[src/rtl/vio_pkg.sv]
package vio_pkg;

  typedef enum logic [1:0] {
    MODE_COLLECT     = 2'd0,
    MODE_HYBRID      = 2'd1,
    MODE_FIXED       = 2'd2,
    MODE_COLLECT_ALT = 2'd3
  } mode_e;

  typedef enum logic [1:0] {
    GST_DEFAULT = 2'd0,
    GST_SOLVED  = 2'd1,
    GST_NOSOL   = 2'd2,
    GST_VETO    = 2'd3
  } gstat_e;

  typedef enum logic [1:0] {
    S_IDLE    = 2'd0,
    S_SWEEP   = 2'd1,
    S_PUBLISH = 2'd2
  } state_e;

  localparam int STW = 2;

endpackage

[src/rtl/vio_port_fit.sv]
// Tests one candidate voltage against every window slot of one port.
module vio_port_fit #(
  parameter int NUM_RANGES = 4,
  parameter int VW         = 12
) (
  input  logic [VW-1:0]            cand,
  input  logic [NUM_RANGES*VW-1:0] rng_min,
  input  logic [NUM_RANGES*VW-1:0] rng_max,
  output logic                     fit
);

  logic [NUM_RANGES-1:0] hit;

  for (genvar r = 0; r < NUM_RANGES; r++) begin : g_slot
    logic [VW-1:0] lo;
    logic [VW-1:0] hi;
    assign lo = rng_min[r*VW +: VW];
    assign hi = rng_max[r*VW +: VW];
    // a slot with lo > hi is an empty slot and matches nothing
    assign hit[r] = (lo <= hi) && (cand >= lo) && (cand <= hi);
  end

  assign fit = |hit;

endmodule

[src/rtl/vio_group_eval.sv]
// Combines per-port fits of one group with its bank window and LVDS rule.
module vio_group_eval #(
  parameter int                   NUM_PORTS = 3,
  parameter int                   VW        = 12,
  parameter logic [NUM_PORTS-1:0] MEMBERS   = '1,
  parameter logic [VW-1:0]        BANK_MIN  = 12'd1200,
  parameter logic [VW-1:0]        BANK_MAX  = 12'd1800,
  parameter logic [VW-1:0]        LVDS_MV   = 12'd1800
) (
  input  logic [VW-1:0]        cand,
  input  logic [NUM_PORTS-1:0] present,
  input  logic [NUM_PORTS-1:0] lvds,
  input  logic [NUM_PORTS-1:0] fit,
  output logic                 has_member,
  output logic                 fits,
  output logic                 exhausted
);

  logic                 lvds_hit;
  logic                 in_bank;
  logic [NUM_PORTS-1:0] port_ok;

  assign lvds_hit = (cand == LVDS_MV);
  assign in_bank  = (cand >= BANK_MIN) && (cand <= BANK_MAX);

  for (genvar p = 0; p < NUM_PORTS; p++) begin : g_port
    assign port_ok[p] = !MEMBERS[p] || !present[p] ||
                        (fit[p] && (!lvds[p] || lvds_hit));
  end

  assign has_member = |(present & MEMBERS);
  assign fits       = in_bank && (&port_ok);
  assign exhausted  = (cand > BANK_MAX);

endmodule

[src/rtl/vio_policy.sv]
// Turns per-group statuses into enables according to the policy mode.
module vio_policy
  import vio_pkg::*;
#(
  parameter int NUM_GROUPS = 2,
  parameter int VW         = 12
) (
  input  mode_e                     mode,
  input  logic [NUM_GROUPS*STW-1:0] st,
  input  logic [NUM_GROUPS*VW-1:0]  raw_mv,
  output logic [NUM_GROUPS-1:0]     en,
  output logic [NUM_GROUPS*VW-1:0]  mv
);

  logic any_nosol;

  always_comb begin
    any_nosol = 1'b0;
    for (int g = 0; g < NUM_GROUPS; g++) begin
      if (st[g*STW +: STW] == GST_NOSOL) any_nosol = 1'b1;
    end
  end

  always_comb begin
    en = '0;
    mv = '0;
    for (int g = 0; g < NUM_GROUPS; g++) begin
      case (mode)
        MODE_HYBRID: en[g] = (st[g*STW +: STW] == GST_DEFAULT) ||
                             (st[g*STW +: STW] == GST_SOLVED);
        MODE_FIXED:  en[g] = 1'b1;
        default:     en[g] = (st[g*STW +: STW] == GST_SOLVED) && !any_nosol;
      endcase
      mv[g*VW +: VW] = en[g] ? raw_mv[g*VW +: VW] : '0;
    end
  end

endmodule

[src/rtl/vio_negotiator.sv]
module vio_negotiator
  import vio_pkg::*;
#(
  parameter int NUM_PORTS   = 3,
  parameter int NUM_GROUPS  = 2,
  parameter int NUM_RANGES  = 4,
  parameter int VW          = 12,
  parameter int STEP_MV     = 100,
  parameter int SWEEP_LO_MV = 1200,
  parameter int SWEEP_HI_MV = 3300,
  parameter logic [NUM_GROUPS*NUM_PORTS-1:0] GRP_PORTS   = {3'b100, 3'b011},
  parameter logic [NUM_GROUPS*VW-1:0]        BANK_MIN_MV = {12'd1200, 12'd1200},
  parameter logic [NUM_GROUPS*VW-1:0]        BANK_MAX_MV = {12'd3300, 12'd1800},
  parameter logic [NUM_GROUPS*VW-1:0]        LVDS_MV     = {12'd2500, 12'd1800}
) (
  input  logic                              clk,
  input  logic                              rst_n,
  input  logic                              start,
  input  logic [1:0]                        mode,
  input  logic [NUM_GROUPS*VW-1:0]          grp_default_mv,
  input  logic [NUM_PORTS-1:0]              port_present,
  input  logic [NUM_PORTS-1:0]              port_desc_ok,
  input  logic [NUM_PORTS-1:0]              port_lvds,
  input  logic [NUM_PORTS*NUM_RANGES*VW-1:0] port_rng_min,
  input  logic [NUM_PORTS*NUM_RANGES*VW-1:0] port_rng_max,
  output logic                              busy,
  output logic                              done,
  output logic [NUM_GROUPS*VW-1:0]          grp_mv,
  output logic [NUM_GROUPS-1:0]             grp_en,
  output logic [NUM_GROUPS*STW-1:0]         grp_status,
  output logic [NUM_PORTS-1:0]              port_found
);

  localparam int            RW        = NUM_RANGES * VW;
  localparam logic [VW-1:0] CAND_LO   = VW'(SWEEP_LO_MV);
  localparam logic [VW-1:0] CAND_HI   = VW'(SWEEP_HI_MV);
  localparam logic [VW-1:0] CAND_STEP = VW'(STEP_MV);

  state_e                    state_q;
  mode_e                     s_mode;
  logic [NUM_PORTS-1:0]      s_present;
  logic [NUM_PORTS-1:0]      s_ok;
  logic [NUM_PORTS-1:0]      s_lvds;
  logic [NUM_PORTS*RW-1:0]   s_min;
  logic [NUM_PORTS*RW-1:0]   s_max;
  logic [NUM_GROUPS*VW-1:0]  s_def;
  logic [VW-1:0]             cand_q;

  logic [NUM_GROUPS-1:0]     resolved_q;
  logic [NUM_GROUPS-1:0]     resolved_d;
  logic [NUM_GROUPS*VW-1:0]  res_mv_q;
  logic [NUM_GROUPS*VW-1:0]  res_mv_d;
  logic [NUM_GROUPS*STW-1:0] res_st_q;
  logic [NUM_GROUPS*STW-1:0] res_st_d;

  logic [NUM_PORTS-1:0]      port_fit;
  logic [NUM_GROUPS-1:0]     pol_en;
  logic [NUM_GROUPS*VW-1:0]  pol_mv;
  logic                      is_fixed;
  logic                      is_hybrid;
  logic                      veto;
  logic                      past_top;

  assign is_fixed  = (s_mode == MODE_FIXED);
  assign is_hybrid = (s_mode == MODE_HYBRID);
  assign veto      = !is_fixed && (|(s_present & ~s_ok));
  assign past_top  = (cand_q > CAND_HI);
  assign busy      = (state_q != S_IDLE);

  // per-port window match, all ports evaluated on the same candidate
  for (genvar p = 0; p < NUM_PORTS; p++) begin : g_fit
    vio_port_fit #(
      .NUM_RANGES (NUM_RANGES),
      .VW         (VW)
    ) u_fit (
      .cand    (cand_q),
      .rng_min (s_min[p*RW +: RW]),
      .rng_max (s_max[p*RW +: RW]),
      .fit     (port_fit[p])
    );
  end

  // per-group evaluation and resolution
  for (genvar g = 0; g < NUM_GROUPS; g++) begin : g_grp
    logic          has_member;
    logic          fits;
    logic          exhausted;
    logic          nx_res;
    logic [VW-1:0] nx_mv;
    logic [STW-1:0] nx_st;

    vio_group_eval #(
      .NUM_PORTS (NUM_PORTS),
      .VW        (VW),
      .MEMBERS   (GRP_PORTS[g*NUM_PORTS +: NUM_PORTS]),
      .BANK_MIN  (BANK_MIN_MV[g*VW +: VW]),
      .BANK_MAX  (BANK_MAX_MV[g*VW +: VW]),
      .LVDS_MV   (LVDS_MV[g*VW +: VW])
    ) u_eval (
      .cand       (cand_q),
      .present    (s_present),
      .lvds       (s_lvds),
      .fit        (port_fit),
      .has_member (has_member),
      .fits       (fits),
      .exhausted  (exhausted)
    );

    always_comb begin
      nx_res = resolved_q[g];
      nx_mv  = res_mv_q[g*VW +: VW];
      nx_st  = res_st_q[g*STW +: STW];
      if (!resolved_q[g]) begin
        if (is_fixed) begin
          nx_res = 1'b1;
          nx_mv  = s_def[g*VW +: VW];
          nx_st  = GST_DEFAULT;
        end else if (veto) begin
          nx_res = 1'b1;
          nx_mv  = '0;
          nx_st  = GST_VETO;
        end else if (!has_member) begin
          nx_res = 1'b1;
          nx_mv  = is_hybrid ? s_def[g*VW +: VW] : '0;
          nx_st  = GST_DEFAULT;
        end else if (fits) begin
          nx_res = 1'b1;
          nx_mv  = cand_q;
          nx_st  = GST_SOLVED;
        end else if (exhausted || past_top) begin
          nx_res = 1'b1;
          nx_mv  = '0;
          nx_st  = GST_NOSOL;
        end
      end
    end

    assign resolved_d[g]            = nx_res;
    assign res_mv_d[g*VW +: VW]     = nx_mv;
    assign res_st_d[g*STW +: STW]   = nx_st;
  end

  vio_policy #(
    .NUM_GROUPS (NUM_GROUPS),
    .VW         (VW)
  ) u_policy (
    .mode   (s_mode),
    .st     (res_st_q),
    .raw_mv (res_mv_q),
    .en     (pol_en),
    .mv     (pol_mv)
  );

  always_ff @(posedge clk or negedge rst_n) begin
    if (!rst_n) begin
      state_q    <= S_IDLE;
      s_mode     <= MODE_COLLECT;
      s_present  <= '0;
      s_ok       <= '0;
      s_lvds     <= '0;
      s_min      <= '0;
      s_max      <= '0;
      s_def      <= '0;
      cand_q     <= '0;
      resolved_q <= '0;
      res_mv_q   <= '0;
      res_st_q   <= '0;
      done       <= 1'b0;
      grp_mv     <= '0;
      grp_en     <= '0;
      grp_status <= '0;
      port_found <= '0;
    end else begin
      done <= 1'b0;
      case (state_q)
        S_IDLE: begin
          if (start) begin
            s_mode     <= mode_e'(mode);
            s_present  <= port_present;
            s_ok       <= port_desc_ok;
            s_lvds     <= port_lvds;
            s_min      <= port_rng_min;
            s_max      <= port_rng_max;
            s_def      <= grp_default_mv;
            cand_q     <= CAND_LO;
            resolved_q <= '0;
            grp_en     <= '0;
            grp_mv     <= '0;
            state_q    <= S_SWEEP;
          end
        end
        S_SWEEP: begin
          resolved_q <= resolved_d;
          res_mv_q   <= res_mv_d;
          res_st_q   <= res_st_d;
          cand_q     <= cand_q + CAND_STEP;
          if (&resolved_d) state_q <= S_PUBLISH;
        end
        S_PUBLISH: begin
          grp_mv     <= pol_mv;
          grp_en     <= pol_en;
          grp_status <= res_st_q;
          port_found <= is_fixed ? '0 : (s_present & s_ok);
          done       <= 1'b1;
          state_q    <= S_IDLE;
        end
        default: state_q <= S_IDLE;
      endcase
    end
  end

endmodule

[config.mk]
export PLATFORM = sky130hd
export DESIGN_NAME = vio_negotiator
export DESIGN_NICKNAME = d
export VERILOG_FILES = /design/src/rtl/vio_pkg.sv /design/src/rtl/vio_port_fit.sv /design/src/rtl/vio_group_eval.sv /design/src/rtl/vio_policy.sv /design/src/rtl/vio_negotiator.sv
export SDC_FILE = /design/constraint.sdc
export NUM_CORES = 1
export LEC_CHECK = 0
export BUFFER_PORTS_ARGS = -buffer_cell sky130_fd_sc_hd__buf_2
export CAP_MARGIN = 10
export CORE_MARGIN = 3
export CORE_UTILIZATION = 55
export CTS_BUF_LIST = sky130_fd_sc_hd__clkbuf_8
export DETAILED_ROUTE_END_ITERATION = 12
export PLACE_DENSITY = 0.73
export SLEW_MARGIN = 5
export SYNTH_ARGS = -nofsm -noshare
export SYNTH_HDL_FRONTEND = slang
export SYNTH_HIERARCHICAL = 1
export SYNTH_SLANG_ARGS = --single-unit
export TNS_END_PERCENT = 20
[constraint.sdc]
create_clock -name clk -period 4.5 [get_ports clk]
set_input_delay 0.675 -clock clk [delete_from_list [all_inputs] [get_ports clk]]
set_output_delay 0.675 -clock clk [all_outputs]
set_load 0.05 [all_outputs]
=== Word level (Yosys, flattened, before mapping) ===
Index checks and enable logic that the tools add are counted.

* Output and inout bits: 35
* Input port bits: 326
* Register bits: 401
* Logic and storage cells: 202

* Bitwise operators: 5
* $lt $le $gt $ge: 41
* Multiplexer cells: 52
* Equality and inequality tests: 14
* Add/subtract/negate cells: 1
* Reduce and logical (&&, ||, !) cells: 70

{| class="wikitable"
|+ Operator list
! kind !! number
|-
| $le A12 B12 Y1 || 24
|-
| $mux W12 || 15
|-
| $ge A12 B12 Y1 || 12
|-
| $pmux W24 S2 || 1
|-
| $logic_and A1 B1 Y1 || 34
|-
| $mux W2 || 13
|-
| $mux W24 || 1
|-
| $pmux W12 S2 || 1
|-
| $mux W1 || 15
|-
| $add A12 B7 Y12 const B || 1
|-
| $eq A12 B11 Y1 const B || 1
|-
| $eq A12 B12 Y1 const B || 1
|-
| $ge A12 B11 Y1 const B || 1
|-
| $gt A12 B11 Y1 const B || 1
|-
| $gt A12 B12 Y1 const B || 1
|-
| $le A12 B11 Y1 const B || 1
|-
| $le A12 B12 Y1 const B || 1
|-
| $pmux W2 S2 || 3
|-
| $reduce_and A2 Y1 || 6
|-
| $reduce_or A4 Y1 || 3
|-
| $logic_or A1 B1 Y1 || 9
|-
| $eq A2 B1 Y1 const B || 4
|-
| $eq A2 B2 Y1 const B || 4
|-
| $logic_not A1 Y1 || 8
|-
| other kinds (13) || 22
|}

=== Depth between registers and ports, before layout ===
Gate-level depths: netlist of the first run.

* Depth in word-level cells: 16
* Gate-level depth with buffers: 18
* Mapped depth without buffers: 18

=== By module ===
The synthesis of the first run kept the hierarchy.

{| class="wikitable"
|+ By module, submodules not included
! module !! cells each !! sequential area each (sq um) !! area each (sq um) !! times used
|-
| vio_negotiator || 1701 || 9984.6 || 15552.4 || 1
|-
| vio_port_fit || 429 || 0.0 || 3362.0 || 3
|-
| vio_policy || 44 || 0.0 || 435.4 || 1
|-
| vio_group_eval at g_grp[0].u_eval || 20 || 0.0 || 147.6 || 1
|-
| vio_group_eval at g_grp[1].u_eval || 16 || 0.0 || 122.6 || 1
|}

=== Worst setup path before layout of the first run ===
OpenSTA, ideal clock, no wires.

* Kind: reg2reg
* Start: reg cand_q[5]
* End: reg res_mv_q[10]
* Slack: 0.447 ns
* Path buffers: 1
* Cell stages (with the launch flop): 18
* Period minus slack after synthesis: 4.053 ns
* Data arrival time: 3.928 ns
* Setup time: 0.125 ns
* Required time: 4.375 ns
* Cell sequence: dfrtp_1 ha_1 a21o_1 a21o_1 a21oi_2 o31ai_1 a221oi_2 nor2_1 a211o_1 inv_1 o21ai_0 a41oi_1 nor4_2 nand2b_1 or2_1 o211ai_4 buf_12 mux2_4

* Longest elaborated chain between the ends: 12
* Elaborated cells on any way between the ends: 55
* Classes of those cells: 20 x order compare; 2 x eq/ne; 4 x mux; 29 x reduce/logical

{| class="wikitable"
|+ RTL lines
! what !! line !! text
|-
| start, declared || vio_negotiator.sv:47 || <nowiki>logic [VW-1:0] cand_q;</nowiki>
|-
| start signal, assigned || vio_negotiator.sv:196 || <nowiki>cand_q <= cand_q + CAND_STEP;</nowiki>
|-
| $ge A12 B12 Y1 || vio_port_fit.sv:20 || <nowiki>assign hit[r] = (lo <= hi) && (cand >= lo) && (cand <= hi);</nowiki>
|-
| $logic_and A1 B1 Y1 (2 in series) || vio_port_fit.sv:20 ||
|-
| $reduce_or A4 Y1 (*) || vio_port_fit.sv:23 || <nowiki>assign fit = |hit;</nowiki>
|-
| named net port_fit[0] || vio_negotiator.sv:56 || <nowiki>logic [NUM_PORTS-1:0] port_fit;</nowiki>
|-
| $logic_and A1 B1 Y1 (*) || vio_group_eval.sv:28 || <nowiki>(fit[p] && (!lvds[p] || lvds_hit));</nowiki>
|-
| $logic_or A1 B1 Y1 (*) || vio_group_eval.sv:27 || <nowiki>assign port_ok[p] = !MEMBERS[p] || !present[p] ||</nowiki>
|-
| $reduce_and A2 Y1 (*) || vio_group_eval.sv:32 || <nowiki>assign fits = in_bank && (&port_ok);</nowiki>
|-
| $logic_and A1 B1 Y1 (*) || vio_group_eval.sv:32 ||
|-
| named net g_grp[0].fits || vio_negotiator.sv:86 || <nowiki>logic fits;</nowiki>
|-
| $mux W12 || vio_negotiator.sv:126 || <nowiki>end else if (fits) begin</nowiki>
|-
| $mux W12 || vio_negotiator.sv:122 || <nowiki>end else if (!has_member) begin</nowiki>
|-
| $mux W12 || vio_negotiator.sv:118 || <nowiki>end else if (veto) begin</nowiki>
|-
| $mux W12 || vio_negotiator.sv:114 || <nowiki>if (is_fixed) begin</nowiki>
|-
| end signal, assigned || vio_negotiator.sv:194 || <nowiki>res_mv_q <= res_mv_d;</nowiki>
|-
| end, declared || vio_negotiator.sv:51 || <nowiki>logic [NUM_GROUPS*VW-1:0] res_mv_q;</nowiki>
|}

The timed path passes the listed nets; every way through them passes the cells marked *.
A chain may end at the register's enable or synchronous reset.

=== Final worst setup path of the first run ===
* Start: reg cand_q[5]
* End: reg res_mv_q[5]

The elaborated chain is that of the path after synthesis.

==> run metrics, run 1 <==
crit path time final 4.200 ns; Vert. Die Dim 224.9 um; Clk network pwr share 0.154; Fill cells 3965; worst-margin pin slew 0.9618 ns; TritonCTS clock tree yes; P_sw 10.35 mW; Power Total 22.44 mW; # rows 79; I/O Pins 361; Post-Route WL 74480 um; post-route ant nets 0; setup tns final 0 ns; Post-CTS Resized 0; critical path class flop to flop; slowest cell delay on critical path 0.55 ns; Worst-path clk slew 0.06 ns; maximum clock frequency 0.2381 GHz; aggregate global routing overflow 0; crit path max-delay cell type nor2_1; clock buffer depth 3; Mean Syn Cell Area 8.587 um^2; DRC 0; leak pwr 17.03 nW; Synth top area share 0.3790; pin count of the biggest net entering global routing 149; HPWL after detailed placement 56230 um; CTS root buffer clkbuf_8; combinational share of power 0.546; VDD IR max 292.4 uV; Warnings, synthesis 6; Critical Path Sink res_mv_q[5]; CP delay by family, top compound AO/OA/AOI/OAI gates; Bufs and invs on worst path 1; outcome finished, final reports clean; setup repair after global routing missed its margin no; gr usage total 0.2956; H-tree Lvls 3; area leader, netlist dfrtp_1; synth unique cells 70; Initial Util 0.5611; final slew viol count 0; Num CTS Buffers 71; endpoints failing setup 0; CP Launch Type flop; vias in the first global route 23680; CP Cell Sequence ha_1 -> a21o_1 -> nand3_1 -> a21oi_1 -> a2111oi_0 -> nor2_1 -> o32ai_1 -> a211o_1 -> inv_1 -> o21ai_0 -> a41oi_1 -> nor4_2 -> nand2_1 -> nor2_1 -> a22o_2 -> mux2_4; fraction of layout cells with a size suffix above 1 0.1694; Setup Fix Bufs, Post-CTS 0; ranking of synthesized cells by area dfrtp_1 (38%), ha_1 (21%), nand2_1 (15%); chip width 224.9 um; first-pass GRT wire length 120200 um; fin nets 4247; Syn Std Cell Area 26340 um^2; pwr dens 735.2 nW/um^2; Post-Syn Instances 3068; critical path depth 16; 1st-iter DRT viols 1371; fraction of registers with async set/reset 1.000; Seq cells post-synth 399; WL per Instance 17.97 um; period utilization 0.9334; CP arrival 4.80 ns; Fin. Hold Viols 0; max_cap viols 0; cell mode on critical path nor2_1; initial antenna violation count 1; # hold bufs at CTS 0; sw frac 0.4613; Area growth syn-to-layout 15.86%; Worst R2R Setup Slack 0.30 ns; Crit Path Max Fanout 10; most frequent cells in the layout nand2_1 (1084), ha_1 (437), dfrtp_1 (389); worst skew pair latency 0.66 ns; final worst clock skew 0.02614 ns; DRT Pass-1 Iters 5; cell-internal power 12.09 mW; reg2reg start cand_q[5]; Sink Count 399; detailed-route via count 22880; Flop pwr share 0.299; worst path required time 5.10 ns; core area 46950 um^2; R2R cell count 16; Post-synth EDFFs 0; Hold Path Class input pin to asynchronous set/reset pin; CP Capture Type flop; most common cell after layout, fill and taps aside nand2_1; Setup crit start cand_q[5]; top_reg_cell synth dfrtp_1; die area 50560 um^2; Finished Core Util 0.6501; vias per inst 5.521; sequential element share of the synthesized area 0.3790; Slew headroom 0.3581; port bufs 360; reg2reg end res_mv_q[5]; RePlAce Congestion 0.9412
power by group through the flow:
stage          clock (mW)  sequential (mW)  combinational, mW
3_5_place_dp            0             6.73               12.1
6_report             3.46             6.72               12.3
5_1_grt              3.69             6.91               14.0
3_3_place_gp            0             6.66               11.4
2_1_floorplan           0             6.55               8.69
4_1_cts              3.53             6.69               12.2
state kept, by name, indices dropped and copies added (netlist names), 4 cells and up:
register	flops
cand_q	10
grp_mv	24
grp_status	4
res_mv_q	24
res_st_q	4
s_def	24
s_max	144
s_min	144
worst reg2reg max path: stages (launching register included):
cell       delay, ns
dfrtp_2         0.54
ha_1            0.37
a21o_1          0.16
nand3_1         0.08
a21oi_1         0.06
a2111oi_0       0.40
nor2_1          0.07
o32ai_1         0.43
a211o_1         0.29
inv_1           0.06
o21ai_0         0.17
a41oi_1         0.08
nor4_2          0.35
nand2_1         0.14
nor2_1          0.55
a22o_2          0.26
mux2_4          0.13
how the worst min path moves through the flow:
stage                          start    endpoint  slack [ns]  depth (start not counted)
final                          rst_n        done        0.08                          1
after global routing           rst_n        done        0.15                          1
after CTS                      rst_n        done        0.12                          1
after detailed placement   s_max[45]   s_max[45]        0.46                          2
after global placement    s_max[129]  s_max[129]        0.46                          2
after floorplan                rst_n  cand_q[10]        0.38                          0
through the flow:
stage,hold slack [ns],std cells,setup slack [ns],area (um^2)
finish,0.07819,4145,0.2996,30520
global route,0.1503,4145,0.1099,30520
CTS,0.1230,4144,0.3501,30520
detailed placement,0.4631,4018,0.3759,29080
global placement,0.4611,4018,0.4147,29080
floorplan,0.3794,3100,0.4473,26460
layout make-up:
cell class	instances	area, um^2	area share
Antenna cell	1	2.502	0.00008198
Clock buffer	89	1225	0.04013
Clock inverter	37	211.5	0.006928
Inverter	296	1111	0.03640
Multi-Input combinational cell	2311	14940	0.4895
Sequential cell	399	9997	0.3275
Tap cell	607	759.5	0.02488
Timing Repair Buffer	405	2275	0.07452
kinds of logic (layout without fill, tap and decap cells):
group,Yosys count,after routing,synth area share
adders and majority gates,437,437,0.2076
muxes,30,30,0.01482
other,1,34,0.0001423
buffers and inverters,390,827,0.05875
AOI/OAI and AO/OA,430,430,0.1142
DFF,399,399,0.3790
and+or+nand+nor,1381,1381,0.2255
layer usage:
layer	vias up	track usage	routed length [um]
met2	635	0.4991	35680
met5	-	0	0
li1	11130	-	-
met1	10960	0.3867	32800
met4	0	0.1070	2103
met3	161	0.04751	3890
cells in the mapped netlist (all sizes together), types with 7 or more instances:
cell / instances
a21oi: 124
nand4: 87
clkbuf: 62
nor3: 27
a211o: 8
inv: 296
ha: 437
a22o: 20
nor3b: 28
o22ai: 7
a2111oi: 18
nand2b: 19
nor2b: 27
nand2: 1085
o31ai: 9
a211oi: 39
o211ai: 26
mux2: 24
nor2: 38
buf: 32
a31oi: 8
a21o: 86
nand3: 43
dfrtp: 399
o21ai: 56
(Power assumes the default switching activity.)
==> run 2, diff against run 1 <==
--- a/config.mk
+++ b/config.mk
@@ -12,9 +12,7 @@
 export CTS_BUF_LIST = sky130_fd_sc_hd__clkbuf_8
 export DETAILED_ROUTE_END_ITERATION = 12
 export PLACE_DENSITY = 0.73
-export SLEW_MARGIN = 5
 export SYNTH_ARGS = -nofsm -noshare
 export SYNTH_HDL_FRONTEND = slang
-export SYNTH_HIERARCHICAL = 1
 export SYNTH_SLANG_ARGS = --single-unit
 export TNS_END_PERCENT = 20
==> run 2 against run 1 <==
Against the previous run: largest cell class unchanged; non-clock buffer count down 11; core utilization hardly changed; first-iteration DRC count up 15%; combinational power decreased by 6%; synthesized area fell by 7.9%; clock power is 2% lower.
==> run metrics, run 2 <==
crit path time final 4.101 ns; most frequent cells in the layout nand2_1 (515), ha_1 (391), dfrtp_1 (389); Post-Route WL 71800 um; DRT Pass-1 Iters 6; slowest cell delay on critical path 0.82 ns; crit path max-delay cell type o31ai_4; Mean Syn Cell Area 9.131 um^2; CTS root buffer clkbuf_8; DRC 0; Post-Syn Instances 2658; biggest regs s_max x144, s_min x144; fraction of registers with async set/reset 1.000; fin worst setup slack 0.3989 ns; area leader, netlist dfrtp_1; I/O Pins 361; fin nets 3740; # diodes 0; Syn Std Cell Area 24270 um^2; setup tns final 0 ns; Vert. Die Dim 216.1 um; pwr dens 754.3 nW/um^2; detailed-route via count 21290; maximum clock frequency 0.2438 GHz; worst-margin pin slew 1.191 ns; Synth top area share 0.4114; first-pass GRT wire length 114300 um; port bufs 360; worst path required time 5.02 ns; Bufs and invs on worst path 1; RePlAce Congestion 0.8886; setup repair after global routing missed its margin no; max_cap viols 0; synth unique cells 70; TritonCTS clock tree yes; most instantiated library cell after synthesis nand2_1; # hold bufs at CTS 0; VDD IR max 578.1 uV; final worst clock skew 0.02909 ns; Seq cells post-synth 399; Crit Path Max Fanout 15; critical path class flop to flop; Area growth syn-to-layout 16.08%; Setup WS pre-CTS 0.5374 ns; Setup Fix Bufs, Post-CTS 0; clock buffer depth 3; reg2reg start cand_q[8]; CP arrival 4.62 ns; outcome finished, final reports clean; # rows 76; period utilization 0.9113; WL per Instance 19.61 um; CP Capture Type flop; H-tree Lvls 3; CP Launch Type flop; Hold Path Class input pin to asynchronous set/reset pin; Warnings, synthesis 0; sequential element share of the synthesized area 0.4114; CP Cell Sequence buf_4 -> ha_1 -> nand4_1 -> nor3_1 -> a2111oi_0 -> o2bb2ai_1 -> o32ai_2 -> nor2_1 -> o31ai_4 -> mux2_2; ranking of synthesized cells by area dfrtp_1 (41%), ha_1 (20%), nand2_1 (8.0%); gr usage total 0.3056; aggregate global routing overflow 0; post-route ant nets 0; CP delay by family, top compound AO/OA/AOI/OAI gates; vias per inst 5.814; core area 43360 um^2; Initial Util 0.5597; worst skew pair latency 0.66 ns; endpoints failing setup 0; 1st-iter DRT viols 1570; final slew viol count 0; Sink Count 399; Setup crit start cand_q[8]; Post-CTS Resized 0; HPWL after detailed placement 53990 um; pin count of the biggest net entering global routing 159; initial antenna violation count 0; Slew headroom 0.2053; vias in the first global route 21910; Fin. Hold Viols 0; most common cell after layout, fill and taps aside nand2_1; synth cell count leaders nand2_1 (516), dfrtp_1 (399), ha_1 (391); Mapped Nets 3375; chip width 216.1 um; die area 46680 um^2; fraction of layout cells with a size suffix above 1 0.1743; leak pwr 14.43 nW; Worst-path clk slew 0.06 ns; Fill cells 3607; Num CTS Buffers 70; top_reg_cell synth dfrtp_1; Post-synth EDFFs 0
## run 2: cell count changes after synthesis, sizes merged, moves of 16 or more
cell	change
a21oi	+18
o31ai	+16
o21ai	+278
nand2	-569
ha	-46
nand3	-18
clkbuf	+24
buf	-17
a21o	-47
nor3b	-28
## run 2: per-layer routing
metal | vias to the layer above | part of all wire | global-route usage
met1 | 10280 | 0.43 | 0.4097
met3 | 173 | 0.073 | 0.05875
li1 | 10040 | - | -
met5 | - | 0 | 0
met2 | 794 | 0.46 | 0.4895
met4 | 0 | 0.039 | 0.1283
## run 2: worst paths after layout
kind,end,slack [ns],depth (start not counted)
min in group clk,s_max[12],0.23,3
max in group asynchronous,cand_q[2],3.35,2
hold reg to reg,s_def[6],0.48,2
setup reg to reg,res_mv_q[3],0.40,10
hold / removal,s_min[85],0.07,1
setup / recovery,res_mv_q[3],0.40,10
## run 2: through the flow
stage | instances | total power [mW] | util | instance area (um^2) | hold slack, ns
2_1_floorplan | 2658 | 14.13 | - | 24270 | 0.3794
3_3_place_gp | 3536 | 16.95 | 0.6174 | 26770 | 0.4570
3_5_place_dp | 3536 | 17.69 | 0.6174 | 26770 | 0.4658
4_1_cts | 3661 | 21.17 | 0.6497 | 28170 | 0.07043
5_1_grt | 3661 | 23.15 | 0.6497 | 28170 | 0.1257
6_report | 3661 | 21.25 | 0.6497 | 28170 | 0.07024
## run 2: cells by family (layout without fill, tap and decap cells)
family | Yosys count | in the layout | share of synthesized area
AOI/OAI and AO/OA | 694 | 694 | 0.1746
adders and majority gates | 391 | 391 | 0.2016
buffers and inverters | 395 | 813 | 0.06207
DFF | 399 | 399 | 0.4114
muxes | 28 | 28 | 0.01351
and+or+nand+nor | 751 | 751 | 0.1369
## run 2: cell type report
| class | count | area, um^2 | area share |
|---|---|---|---|
| timing repair buffer | 394 | 2155 | 0.07648 |
| inverter | 294 | 1104 | 0.03917 |
| clock inverter | 40 | 229.0 | 0.008128 |
| sequential | 399 | 9997 | 0.3549 |
| multi-input combinational | 1864 | 12790 | 0.4539 |
| clock buffer | 85 | 1170 | 0.04153 |
| tap | 585 | 732.0 | 0.02598 |
## run 2: where the power goes
part | total [mW] | internal, mW | switching, mW
Sequential | 6.32 | 5.19 | 1.13
Clock | 3.38 | 1.83 | 1.55
Combinational | 11.6 | 4.42 | 7.13
Total | 21.2 | 11.4 | 9.82
